$ cat src/rtl/dlds_pkg.sv
package dlds_pkg;

    localparam int WORD_W     = 32;
    localparam int PTR_W      = WORD_W - 2;
    localparam int SIZE_W     = 12;
    localparam int BURST_W    = 3;
    localparam int WID_W      = 3;
    localparam int SIZE_LSB   = 0;
    localparam int SBURST_LSB = SIZE_LSB + SIZE_W;
    localparam int DBURST_LSB = SBURST_LSB + BURST_W;
    localparam int SWID_LSB   = DBURST_LSB + BURST_W;
    localparam int DWID_LSB   = SWID_LSB + WID_W;
    localparam int IE_BIT     = WORD_W - 1;
    localparam int DESC_WORDS = 4;
    localparam int IDX_W      = $clog2(DESC_WORDS);

    typedef enum logic [3:0] {
        ST_IDLE,
        ST_FETCH0,
        ST_FETCH1,
        ST_FETCH2,
        ST_FETCH3,
        ST_XFER,
        ST_NEXT,
        ST_DONE
    } seq_state_e;

    typedef struct packed {
        logic [SIZE_W-1:0]  size;
        logic [BURST_W-1:0] sburst;
        logic [BURST_W-1:0] dburst;
        logic [WID_W-1:0]   swid;
        logic [WID_W-1:0]   dwid;
        logic               irq_en;
    } ctrl_t;

    typedef struct packed {
        logic [WORD_W-1:0] src;
        logic [WORD_W-1:0] dst;
        logic [PTR_W-1:0]  link_w;
        ctrl_t             ctrl;
    } desc_t;

    function automatic logic is_fetch(input seq_state_e s);
        return (s == ST_FETCH0) || (s == ST_FETCH1) ||
               (s == ST_FETCH2) || (s == ST_FETCH3);
    endfunction

    function automatic seq_state_e next_fetch(input seq_state_e s);
        case (s)
            ST_FETCH0: return ST_FETCH1;
            ST_FETCH1: return ST_FETCH2;
            ST_FETCH2: return ST_FETCH3;
            default:   return ST_XFER;
        endcase
    endfunction

    function automatic logic [IDX_W-1:0] word_index(input seq_state_e s);
        case (s)
            ST_FETCH1: return IDX_W'(1);
            ST_FETCH2: return IDX_W'(2);
            ST_FETCH3: return IDX_W'(3);
            default:   return IDX_W'(0);
        endcase
    endfunction

endpackage

$ cat src/rtl/dlds_desc_store.sv
module dlds_desc_store
    import dlds_pkg::*;
(
    input  logic              clk,
    input  logic              rst,
    input  logic              we,
    input  logic [IDX_W-1:0]  idx,
    input  logic [WORD_W-1:0] wdata,
    output desc_t             desc
);

    logic [WORD_W-1:0] addr_q [2];
    logic [PTR_W-1:0]  link_q;
    ctrl_t             ctrl_q;

    // Address words: one register per slot
    for (genvar g = 0; g < 2; g++) begin : g_addr
        always_ff @(posedge clk) begin
            if (rst) begin
                addr_q[g] <= '0;
            end else if (we && idx == IDX_W'(g)) begin
                addr_q[g] <= wdata;
            end
        end
    end

    always_ff @(posedge clk) begin
        if (rst) begin
            link_q <= '0;
        end else if (we && idx == IDX_W'(2)) begin
            link_q <= wdata[WORD_W-1:2];
        end
    end

    always_ff @(posedge clk) begin
        if (rst) begin
            ctrl_q <= '0;
        end else if (we && idx == IDX_W'(3)) begin
            ctrl_q.size   <= wdata[SIZE_LSB   +: SIZE_W];
            ctrl_q.sburst <= wdata[SBURST_LSB +: BURST_W];
            ctrl_q.dburst <= wdata[DBURST_LSB +: BURST_W];
            ctrl_q.swid   <= wdata[SWID_LSB   +: WID_W];
            ctrl_q.dwid   <= wdata[DWID_LSB   +: WID_W];
            ctrl_q.irq_en <= wdata[IE_BIT];
        end
    end

    always_comb begin
        desc.src    = addr_q[0];
        desc.dst    = addr_q[1];
        desc.link_w = link_q;
        desc.ctrl   = ctrl_q;
    end

endmodule

$ cat src/rtl/dlds_evt.sv
module dlds_evt #(
    parameter int N = 3
) (
    input  logic         clk,
    input  logic         rst,
    input  logic [N-1:0] fire,
    output logic [N-1:0] pulse
);

    always_ff @(posedge clk) begin
        if (rst) begin
            pulse <= '0;
        end else begin
            pulse <= fire;
        end
    end

endmodule

$ cat src/rtl/dlds_ctl.sv
module dlds_ctl
    import dlds_pkg::*;
(
    input  logic              clk,
    input  logic              rst,
    input  logic              cfg_wr,
    input  logic              cfg_en,
    input  logic [PTR_W-1:0]  cfg_head_w,
    input  logic              rd_ack,
    input  logic              rd_err,
    input  logic              xfer_done,
    input  logic [PTR_W-1:0]  link_w,
    input  logic              irq_en,
    output logic              rd_req,
    output logic [WORD_W-1:0] rd_addr,
    output logic              cap_we,
    output logic [IDX_W-1:0]  cap_idx,
    output logic              launch,
    output logic              tc_hit,
    output logic              err_hit,
    output logic              chan_en
);

    seq_state_e       st_q, st_d;
    logic             en_q;
    logic             en_clr;
    logic [PTR_W-1:0] head_q;
    logic [PTR_W-1:0] ptr_q, ptr_d;
    logic             sw_off;
    logic             stay;
    logic             arm;

    assign sw_off  = cfg_wr && !cfg_en;
    assign stay    = en_q && !sw_off;
    assign arm     = cfg_wr && cfg_en && !en_q && (st_q == ST_IDLE);
    assign rd_req  = is_fetch(st_q);
    assign cap_idx = word_index(st_q);
    assign rd_addr = {ptr_q + {{(PTR_W-IDX_W){1'b0}}, cap_idx}, 2'b00};
    assign chan_en = en_q;

    always_comb begin
        st_d    = st_q;
        ptr_d   = ptr_q;
        launch  = 1'b0;
        tc_hit  = 1'b0;
        err_hit = 1'b0;
        cap_we  = 1'b0;
        en_clr  = 1'b0;
        case (st_q)
            ST_IDLE: begin
                if (stay) begin
                    st_d  = ST_FETCH0;
                    ptr_d = head_q;
                end
            end
            ST_FETCH0, ST_FETCH1, ST_FETCH2, ST_FETCH3: begin
                if (rd_ack) begin
                    if (!stay) begin
                        st_d = ST_IDLE;
                    end else if (rd_err) begin
                        st_d    = ST_IDLE;
                        err_hit = 1'b1;
                        en_clr  = 1'b1;
                    end else begin
                        cap_we = 1'b1;
                        st_d   = next_fetch(st_q);
                        launch = (st_q == ST_FETCH3);
                    end
                end
            end
            ST_XFER: begin
                if (!stay) begin
                    st_d = ST_IDLE;
                end else if (xfer_done) begin
                    st_d   = ST_NEXT;
                    tc_hit = irq_en;
                end
            end
            ST_NEXT: begin
                if (!stay) begin
                    st_d = ST_IDLE;
                end else if (link_w == '0) begin
                    st_d = ST_DONE;
                end else begin
                    st_d  = ST_FETCH0;
                    ptr_d = link_w;
                end
            end
            ST_DONE: begin
                st_d   = ST_IDLE;
                en_clr = 1'b1;
            end
            default: st_d = ST_IDLE;
        endcase
    end

    always_ff @(posedge clk) begin
        if (rst) begin
            st_q  <= ST_IDLE;
            ptr_q <= '0;
        end else begin
            st_q  <= st_d;
            ptr_q <= ptr_d;
        end
    end

    always_ff @(posedge clk) begin
        if (rst) begin
            en_q   <= 1'b0;
            head_q <= '0;
        end else if (sw_off || en_clr) begin
            en_q <= 1'b0;
        end else if (arm) begin
            en_q   <= 1'b1;
            head_q <= cfg_head_w;
        end
    end

    AST_REQ_HOLD: assert property (@(posedge clk) disable iff (rst)
        (rd_req && !rd_ack) |=> (rd_req && $stable(rd_addr)));

    AST_FETCH_STEP: assert property (@(posedge clk) disable iff (rst)
        (rd_req && rd_ack && !rd_err && stay && cap_idx != IDX_W'(3))
        |=> (rd_req && rd_addr == $past(rd_addr) + WORD_W'(4)));

    AST_ERR_DISABLES: assert property (@(posedge clk) disable iff (rst)
        err_hit |=> (!chan_en && !rd_req));

    AST_END_DISABLES: assert property (@(posedge clk) disable iff (rst)
        (st_q == ST_DONE) |=> (!chan_en && !rd_req));

    AST_OFF_NO_FETCH: assert property (@(posedge clk) disable iff (rst)
        (sw_off && !rd_req) |=> !rd_req);

    AST_BUSY_NO_REARM: assert property (@(posedge clk) disable iff (rst)
        (cfg_wr && cfg_en && (en_q || st_q != ST_IDLE)) |=> $stable(head_q));

endmodule

$ cat src/rtl/dlds_seq.sv
module dlds_seq
    import dlds_pkg::*;
(
    input  logic               clk,
    input  logic               rst,
    input  logic               cfg_wr_i,
    input  logic               cfg_en_i,
    input  logic [PTR_W-1:0]   cfg_head_word_i,
    output logic               chan_en_o,
    output logic               rd_req_o,
    output logic [WORD_W-1:0]  rd_addr_o,
    input  logic               rd_ack_i,
    input  logic               rd_err_i,
    input  logic [WORD_W-1:0]  rd_data_i,
    output logic               xfer_start_o,
    output logic [WORD_W-1:0]  xfer_src_o,
    output logic [WORD_W-1:0]  xfer_dst_o,
    output logic [SIZE_W-1:0]  xfer_size_o,
    output logic [BURST_W-1:0] xfer_sburst_o,
    output logic [BURST_W-1:0] xfer_dburst_o,
    output logic [WID_W-1:0]   xfer_swidth_o,
    output logic [WID_W-1:0]   xfer_dwidth_o,
    input  logic               xfer_done_i,
    output logic               tc_o,
    output logic               err_o
);

    localparam int EVT_N = 3;

    desc_t            desc;
    logic             cap_we;
    logic [IDX_W-1:0] cap_idx;
    logic             launch, tc_hit, err_hit;
    logic [EVT_N-1:0] evt_q;

    dlds_ctl u_ctl (
        .clk        (clk),
        .rst        (rst),
        .cfg_wr     (cfg_wr_i),
        .cfg_en     (cfg_en_i),
        .cfg_head_w (cfg_head_word_i),
        .rd_ack     (rd_ack_i),
        .rd_err     (rd_err_i),
        .xfer_done  (xfer_done_i),
        .link_w     (desc.link_w),
        .irq_en     (desc.ctrl.irq_en),
        .rd_req     (rd_req_o),
        .rd_addr    (rd_addr_o),
        .cap_we     (cap_we),
        .cap_idx    (cap_idx),
        .launch     (launch),
        .tc_hit     (tc_hit),
        .err_hit    (err_hit),
        .chan_en    (chan_en_o)
    );

    dlds_desc_store u_store (
        .clk   (clk),
        .rst   (rst),
        .we    (cap_we),
        .idx   (cap_idx),
        .wdata (rd_data_i),
        .desc  (desc)
    );

    dlds_evt #(.N(EVT_N)) u_evt (
        .clk   (clk),
        .rst   (rst),
        .fire  ({launch, tc_hit, err_hit}),
        .pulse (evt_q)
    );

    assign xfer_start_o  = evt_q[2];
    assign tc_o          = evt_q[1];
    assign err_o         = evt_q[0];
    assign xfer_src_o    = desc.src;
    assign xfer_dst_o    = desc.dst;
    assign xfer_size_o   = desc.ctrl.size;
    assign xfer_sburst_o = desc.ctrl.sburst;
    assign xfer_dburst_o = desc.ctrl.dburst;
    assign xfer_swidth_o = desc.ctrl.swid;
    assign xfer_dwidth_o = desc.ctrl.dwid;

    AST_START_PULSE: assert property (@(posedge clk) disable iff (rst)
        xfer_start_o |=> !xfer_start_o);

    AST_TC_PULSE: assert property (@(posedge clk) disable iff (rst)
        tc_o |=> !tc_o);

    AST_TC_AFTER_DONE: assert property (@(posedge clk) disable iff (rst)
        tc_o |-> $past(xfer_done_i));

    AST_ERR_NO_START: assert property (@(posedge clk) disable iff (rst)
        err_o |-> !xfer_start_o);

    AST_RESET_QUIET: assert property (@(posedge clk)
        $past(rst) |-> (!xfer_start_o && !tc_o && !err_o && !chan_en_o));

endmodule

$ cat config.mk
export PLATFORM = sky130hd
export DESIGN_NAME = dlds_seq
export DESIGN_NICKNAME = d
export VERILOG_FILES = /design/src/rtl/dlds_pkg.sv /design/src/rtl/dlds_desc_store.sv /design/src/rtl/dlds_evt.sv /design/src/rtl/dlds_ctl.sv /design/src/rtl/dlds_seq.sv
export SDC_FILE = /design/constraint.sdc
export NUM_CORES = 1
export LEC_CHECK = 0
export CORE_UTILIZATION = 37
export CTS_CLUSTER_SIZE = 14
export DETAILED_ROUTE_END_ITERATION = 8
export PLACE_DENSITY = 0.72
export RECOVER_POWER = 25
export SLEW_MARGIN = 25
export SYNTH_ARGS = -nofsm -noshare
export SYNTH_HDL_FRONTEND = slang
export SYNTH_SLANG_ARGS = --single-unit
$ cat constraint.sdc
create_clock -name clk -period 6.93 [get_ports clk]
set_clock_uncertainty 0.1 [all_clocks]
set_input_delay 2.079 -clock clk [delete_from_list [all_inputs] [get_ports clk]]
set_output_delay 2.079 -clock clk [all_outputs]
set_load 0.005 [all_outputs]
==> results.yml, run 1 <==
outcome:
  status: "finished, final reports clean"
die:
  die_h_um: 158
  std_cell_rows: 56
  die_area_um2: 24900
  pin_count: 194
  initial_utilization: 0.380
  die_w_um: 158
  core_um2: 23600
route:
  vias_per_cell: 4.81
  finalWirelength_um: 21900
  drtIter0Drc: 528
  routedWlPerCell_um: 16.3
  dr.pass1.iters: 5
  via_count: 6468
  detail-route-antenna-nets: 0
  route.detailed.drc: 0
cells_and_area:
  areaGrowthSynthToFinish_pct: 22.9
  final_common_cell: "nand2_1"
  seq_area_um2: 4360
  drive_above_1_share: 0.0877
  multi_input_area_um2: 3620
  layout_common_cells: "194 x nand2_1, 122 x dfxtp_1, 109 x clkdlybuf4s50_1"
  antenna-diode-count: 0
  nFillCells: 2215
  fin_nets: 1085
synthesis:
  synth-edff-count: 64
  synth_top_area_share: 0.272
  synthesis.area_um2: 8960
  yosys_warnings: 0
  yosysUniqueCellTypes: 54
  ys_async_sr_fraction: 0
  ys_seq_area_frac: 0.487
  syn_inst: 938
  yosysTopAreaCell: "dfxtp_1"
  synthFlopType: "dfxtp_1"
  yosys-top-cells-area: "dfxtp_1 27%, edfxtp_1 21%, nand2_1 8.1%, buf_4 7.6%, a21oi_1 5.3%"
  synth_area_per_cell_um2: 9.56
  ys_ff_latch: 186
clock_network:
  root_buffer: "clkbuf_16"
  clk_latency_ns: 0.42
  h-tree-depth: 4
  clockBufferDepth: 2
  post_cts_buffers: 0
  cts_tree: "done"
  cts_buffers: 17
  postCtsHoldBufs: 0
  cts.clk_slew.worst_paths_ns: 0.07
  cts_resized: 0
  clock-sinks: 186
setup_path:
  required_ns: 4.75
  arrival_ns: 3.90
  reg2reg_from: "u_ctl.st_q[2]"
  cp-start-kind: "register"
  worstSetupPathType: "reg -> out"
  end_kind: "output port"
  rrSetupSlack_ns: 4.14
  r2r-end: "u_ctl.ptr_q[12]"
  reg2regPathDepth: 6
  path_max_fanout: 16
  cp-startpoint: "u_ctl.st_q[0]"
power_and_ir_drop:
  p_sw_frac: 0.244
  internal-power_mw: 1.78
  comb_power_share: 0.086
  switchingPower_uw: 574
  ir_drop_uv: 137
  power.share.clock: 0.415
  p_per_area_nw_per_um2: 214
  p_leak_nw: 4.38
  seqPwrFrac: 0.498
hold_path:
  hp-start: "u_ctl.head_q[29]"
  hp-class: "reg -> reg"
  hold_depth: 2
  hold_end: "u_ctl.head_q[29]"
global_routing:
  grt_overflow: 0
  grt_max_degree: 96
  grt_pass1_vias: 6177
  track_usage: 0.179
  grt_pass1_wl_um: 33800
  grt_antenna_before_repair: 0
sta:
  fin_crit_sh: 0.878
  slew_headroom: 0.324
  tns_ns: 0
  layout_setup_ws_ns: 0.848
  slew_violations: 0
  rsz0062_at_grt: "no"
  worst_pin_slew_ns: 1.01
  fin_crit_ns: 6.08
  hold_viol: 0
  fmax_mhz: 164
  finalSetupViolCount: 0
placed_design:
  portBuffers: 191
  post-dp-hpwl_um: 15400
  gp_congestion: 0.800
  pre_cts_slack_ns: 1.30
job:
  cap_violations: 0
registers in the layout, summed over array words and instances (netlist names):
signal,cells
u_store.addr_q,64
u_ctl.head_q,30
u_ctl.ptr_q,30
u_store.link_q,30
u_store.desc,25
u_ctl.st_q,3
u_evt.pulse,3
u_ctl.chan_en,1
critical path, stage by stage (launching register included):
cell	delay, ns
dfxtp_1	0.62
nand2_1	0.25
o21ai_0	0.43
fa_1	0.40
nand4_1	0.28
nor2_1	0.46
nor4b_2	0.31
xor2_1	0.19
clkdlybuf4s50_1	0.53
area by class of cell:
type                    count  share of cell area
flip-flops and latches    186               0.396
multi-input cells         601               0.329
repair buffers            199               0.183
clock buffers              18              0.0409
well taps                 319              0.0362
clock inverters            14              0.0119
inverters                   8             0.00273
stage by stage:
| step | cell area [um^2] | hold slack [ns] | util | cells | total power, mW |
|---|---|---|---|---|---|
| 2_1_floorplan | 8970 | 0.328 | - | 939 | 1.31 |
| 3_3_place_gp | 10300 | 0.343 | 0.438 | 1309 | 1.40 |
| 3_5_place_dp | 10400 | 0.350 | 0.441 | 1312 | 1.41 |
| 4_1_cts | 11000 | 0.360 | 0.466 | 1344 | 2.38 |
| 5_1_grt | 11000 | 0.378 | 0.467 | 1345 | 2.44 |
| 6_report | 11000 | 0.358 | 0.467 | 1345 | 2.35 |
cells by family (layout without fill, tap and decap cells):
| group | Yosys count | count (layout) | share of synthesized area |
|---|---|---|---|
| simple gates | 399 | 399 | 0.217 |
| compound gates | 112 | 112 | 0.0687 |
| mux | 56 | 56 | 0.0793 |
| other cells | 1 | 2 | 0.000418 |
| fa+ha+maj | 3 | 3 | 0.00502 |
| flops | 186 | 186 | 0.487 |
| xor+xnor | 29 | 29 | 0.0283 |
| buf+inv | 152 | 239 | 0.115 |
per-layer routing:
layer / track usage / wire length [um] / up-vias
met3: 0.0438 / 1430 / 14
met1: 0.223 / 9050 / 3078
met4: 0.0361 / 147 / 0
met2: 0.313 / 11300 / 198
met5: 0 / 0 / -
li1: - / - / 3178
cells in the mapped netlist, types with 2 or more instances:
library cell / count
o21bai_1: 2
nand4_1: 7
nor2b_1: 30
buf_4: 91
nand2b_1: 3
clkbuf_1: 30
and4_1: 4
mux2_4: 30
xor2_1: 14
dfxtp_1: 122
or2_2: 2
nor2_1: 54
nand2_1: 194
ha_1: 2
and2_1: 64
inv_1: 8
and3_1: 2
o21ai_0: 2
nor3_1: 3
buf_2: 8
nor4_2: 2
xnor2_1: 15
buf_6: 14
o32ai_1: 2
edfxtp_1: 64
nand3_1: 14
mux2i_1: 26
nor4_1: 8
nor3_4: 2
a21oi_1: 95
worst max-delay path by stage:
stage,slack (ns),endpoint
detailed placement,1.30,rd_addr_o[28]
finish,0.85,rd_addr_o[28]
global placement,1.49,rd_addr_o[28]
floorplan,1.99,u_store.addr_q[1][0]
global route,0.47,rd_addr_o[28]
CTS,0.82,rd_addr_o[28]
power groups by stage:
stage	combinational, mW	sequential [mW]	clock [mW]
after floorplan	0.119	1.19	0
after global placement	0.204	1.20	0
after global routing	0.221	1.18	1.04
after detailed placement	0.208	1.20	0
after CTS	0.209	1.17	0.996
final	0.203	1.17	0.978
(Power assumes the default switching activity.)
==> run 2, diff against run 1 <==
--- a/config.mk
+++ b/config.mk
@@ -10,7 +10,7 @@
 export DETAILED_ROUTE_END_ITERATION = 8
 export PLACE_DENSITY = 0.72
 export RECOVER_POWER = 25
-export SLEW_MARGIN = 25
+export SLEW_MARGIN = 20
 export SYNTH_ARGS = -nofsm -noshare
 export SYNTH_HDL_FRONTEND = slang
 export SYNTH_SLANG_ARGS = --single-unit
==> run 2 against run 1 <==
Compared with the run above: first-iteration DRC count increased by 2.1%; routed wire length is 0.69% lower; sequential power barely moved; global-route usage barely moved.
==> results.yml, run 2 (same netlist as run 1, synthesis figures left out) <==
outcome:
  status: "finished, final reports clean"
clock_network:
  clk_latency_ns: 0.43
  post_cts_buffers: 0
  cts_buffers: 17
  cts_tree: "done"
  cts.clk_slew.worst_paths_ns: 0.07
  clockBufferDepth: 2
  root_buffer: "clkbuf_16"
  clock-sinks: 186
  cts_resized: 0
  postCtsHoldBufs: 0
  h-tree-depth: 4
setup_path:
  end_kind: "output port"
  cpPeakStageDelay_ns: 0.61
  critPathSlowestCell: "dfxtp_1"
  worstSetupPathType: "reg -> out"
  reg2regPathDepth: 6
  rrSetupSlack_ns: 4.16
  reg2reg_from: "u_ctl.st_q[2]"
  path_max_fanout: 16
  crit_end: "rd_addr_o[28]"
  cp-startpoint: "u_ctl.st_q[0]"
  path_cells: "nand2_1, o21ai_0, fa_1, nand4_1, nor2_1, nor4b_2, xor2_1, clkdlybuf4s50_1"
  arrival_ns: 3.89
  cp-start-kind: "register"
  required_ns: 4.75
  r2r-end: "u_ctl.ptr_q[18]"
global_routing:
  grt_pass1_vias: 6214
  grt_pass1_wl_um: 33900
  grt_overflow: 0
  grt_antenna_before_repair: 0
  track_usage: 0.179
  grt_max_degree: 96
sta:
  layout_setup_ws_ns: 0.857
  hold_viol: 0
  slew_violations: 0
  finalSetupViolCount: 0
  rsz0062_at_grt: "no"
  fmax_mhz: 165
  fin_crit_sh: 0.876
  slew_headroom: 0.303
  tns_ns: 0
  fin_crit_ns: 6.07
  hold_ws_ns: 0.357
  worst_pin_slew_ns: 1.04
cells_and_area:
  largest_reg_flops: 64
  areaGrowthSynthToFinish_pct: 22.7
  drive_above_1_share: 0.0859
  fin_nets: 1084
  stdcell_area_um2: 11000
  final_common_cell: "nand2_1"
  layout_common_cells: "194 x nand2_1, 122 x dfxtp_1, 109 x clkdlybuf4s50_1"
  finish.utilization: 0.466
  top_register: "u_store.addr_q"
  antenna-diode-count: 0
die:
  initial_utilization: 0.380
  die_area_um2: 24900
  pin_count: 194
  die_h_um: 158
  core_um2: 23600
  std_cell_rows: 56
  die_w_um: 158
placed_design:
  gp_congestion: 0.800
  placed_area_um2: 10400
  portBuffers: 191
  pre_cts_slack_ns: 1.41
  post-dp-hpwl_um: 15200
job:
  cap_violations: 0
route:
  dr.pass1.iters: 5
  via_count: 6452
  detail-route-antenna-nets: 0
  route.detailed.drc: 0
  routedWlPerCell_um: 16.2
  vias_per_cell: 4.80
  finalWirelength_um: 21800
  drtIter0Drc: 539
power_and_ir_drop:
  p_leak_nw: 4.37
  ir_drop_uv: 130
  p_per_area_nw_per_um2: 213
hold_path:
  hp-class: "reg -> reg"
## run 2: cell count changes in the layout (fill, tap and decap cells not counted)
cell        change
clkbuf_16       +2
buf_6           -1
clkbuf_8        +1
buf_8           +1
bufinv_16       -1
inv_8           -2
buf_12          +1
inv_4           -3
clkinv_4        +1
buf_16          -2
clkbuf_1        +1
clkinv_2        +1
inv_6           +1
clkinvlp_4      -1
## run 2: layout make-up
cell class                 instances  area, um^2
clock buffer                      22         518
clock inverter                    10        75.1
fill                            2226       12600
inverter                           8        30.0
multi-input combinational        601        3620
sequential                       186        4360
tap                              319         399
timing repair buffer             198        1990
## run 2: worst min-delay path by stage
| stage | endpoint | slack [ns] | cells past startpoint | start |
|---|---|---|---|---|
| floorplan | u_evt.pulse[1] | 0.33 | 2 | u_store.desc[0] |
| global placement | u_ctl.head_q[1] | 0.34 | 2 | u_ctl.head_q[1] |
| detailed placement | u_ctl.head_q[2] | 0.35 | 2 | u_ctl.head_q[2] |
| CTS | u_ctl.head_q[2] | 0.36 | 2 | u_ctl.head_q[2] |
| global route | u_ctl.head_q[2] | 0.38 | 2 | u_ctl.head_q[2] |
| finish | u_ctl.head_q[2] | 0.36 | 2 | u_ctl.head_q[2] |
## run 2: critical path, delay by kind of cell, from the launching register on
family                     cells  cell delay, ns
AOI/OAI and AO/OA              1            0.44
xor gates and xnor gates       1            0.18
DFF                            1            0.61
adders and majority gates      1            0.39
and+or+nand+nor                4            1.32
buffers and inverters          1            0.52
## run 2: per-stage QoR
stage | power, mW | cells
after floorplan | 1.31 | 939
after global placement | 1.40 | 1309
after detailed placement | 1.40 | 1310
after CTS | 2.38 | 1342
after global routing | 2.44 | 1344
final | 2.34 | 1344
## run 2: layer usage
metal  routed length (um)  vias to the layer above  track usage
met3                 1390                       15       0.0487
met1                 9080                     3081        0.218
met4                  205                        0       0.0430
met5                    0                        -            0
met2                11100                      191        0.313
li1                     -                     3165            -
## run 2: power breakdown
group          leakage (nW)  internal, mW  switching, mW
sequential             1.65          1.15         0.0185
combinational          2.43        0.0970          0.103
clock                 0.298         0.539          0.432
==> run 3, diff against run 2 <==
--- a/config.mk
+++ b/config.mk
@@ -14,3 +14,4 @@
 export SYNTH_ARGS = -nofsm -noshare
 export SYNTH_HDL_FRONTEND = slang
 export SYNTH_SLANG_ARGS = --single-unit
+export TNS_END_PERCENT = 10
==> results of run 3 <==
The final DEF is identical to that of run 2; final timing and power are the same.
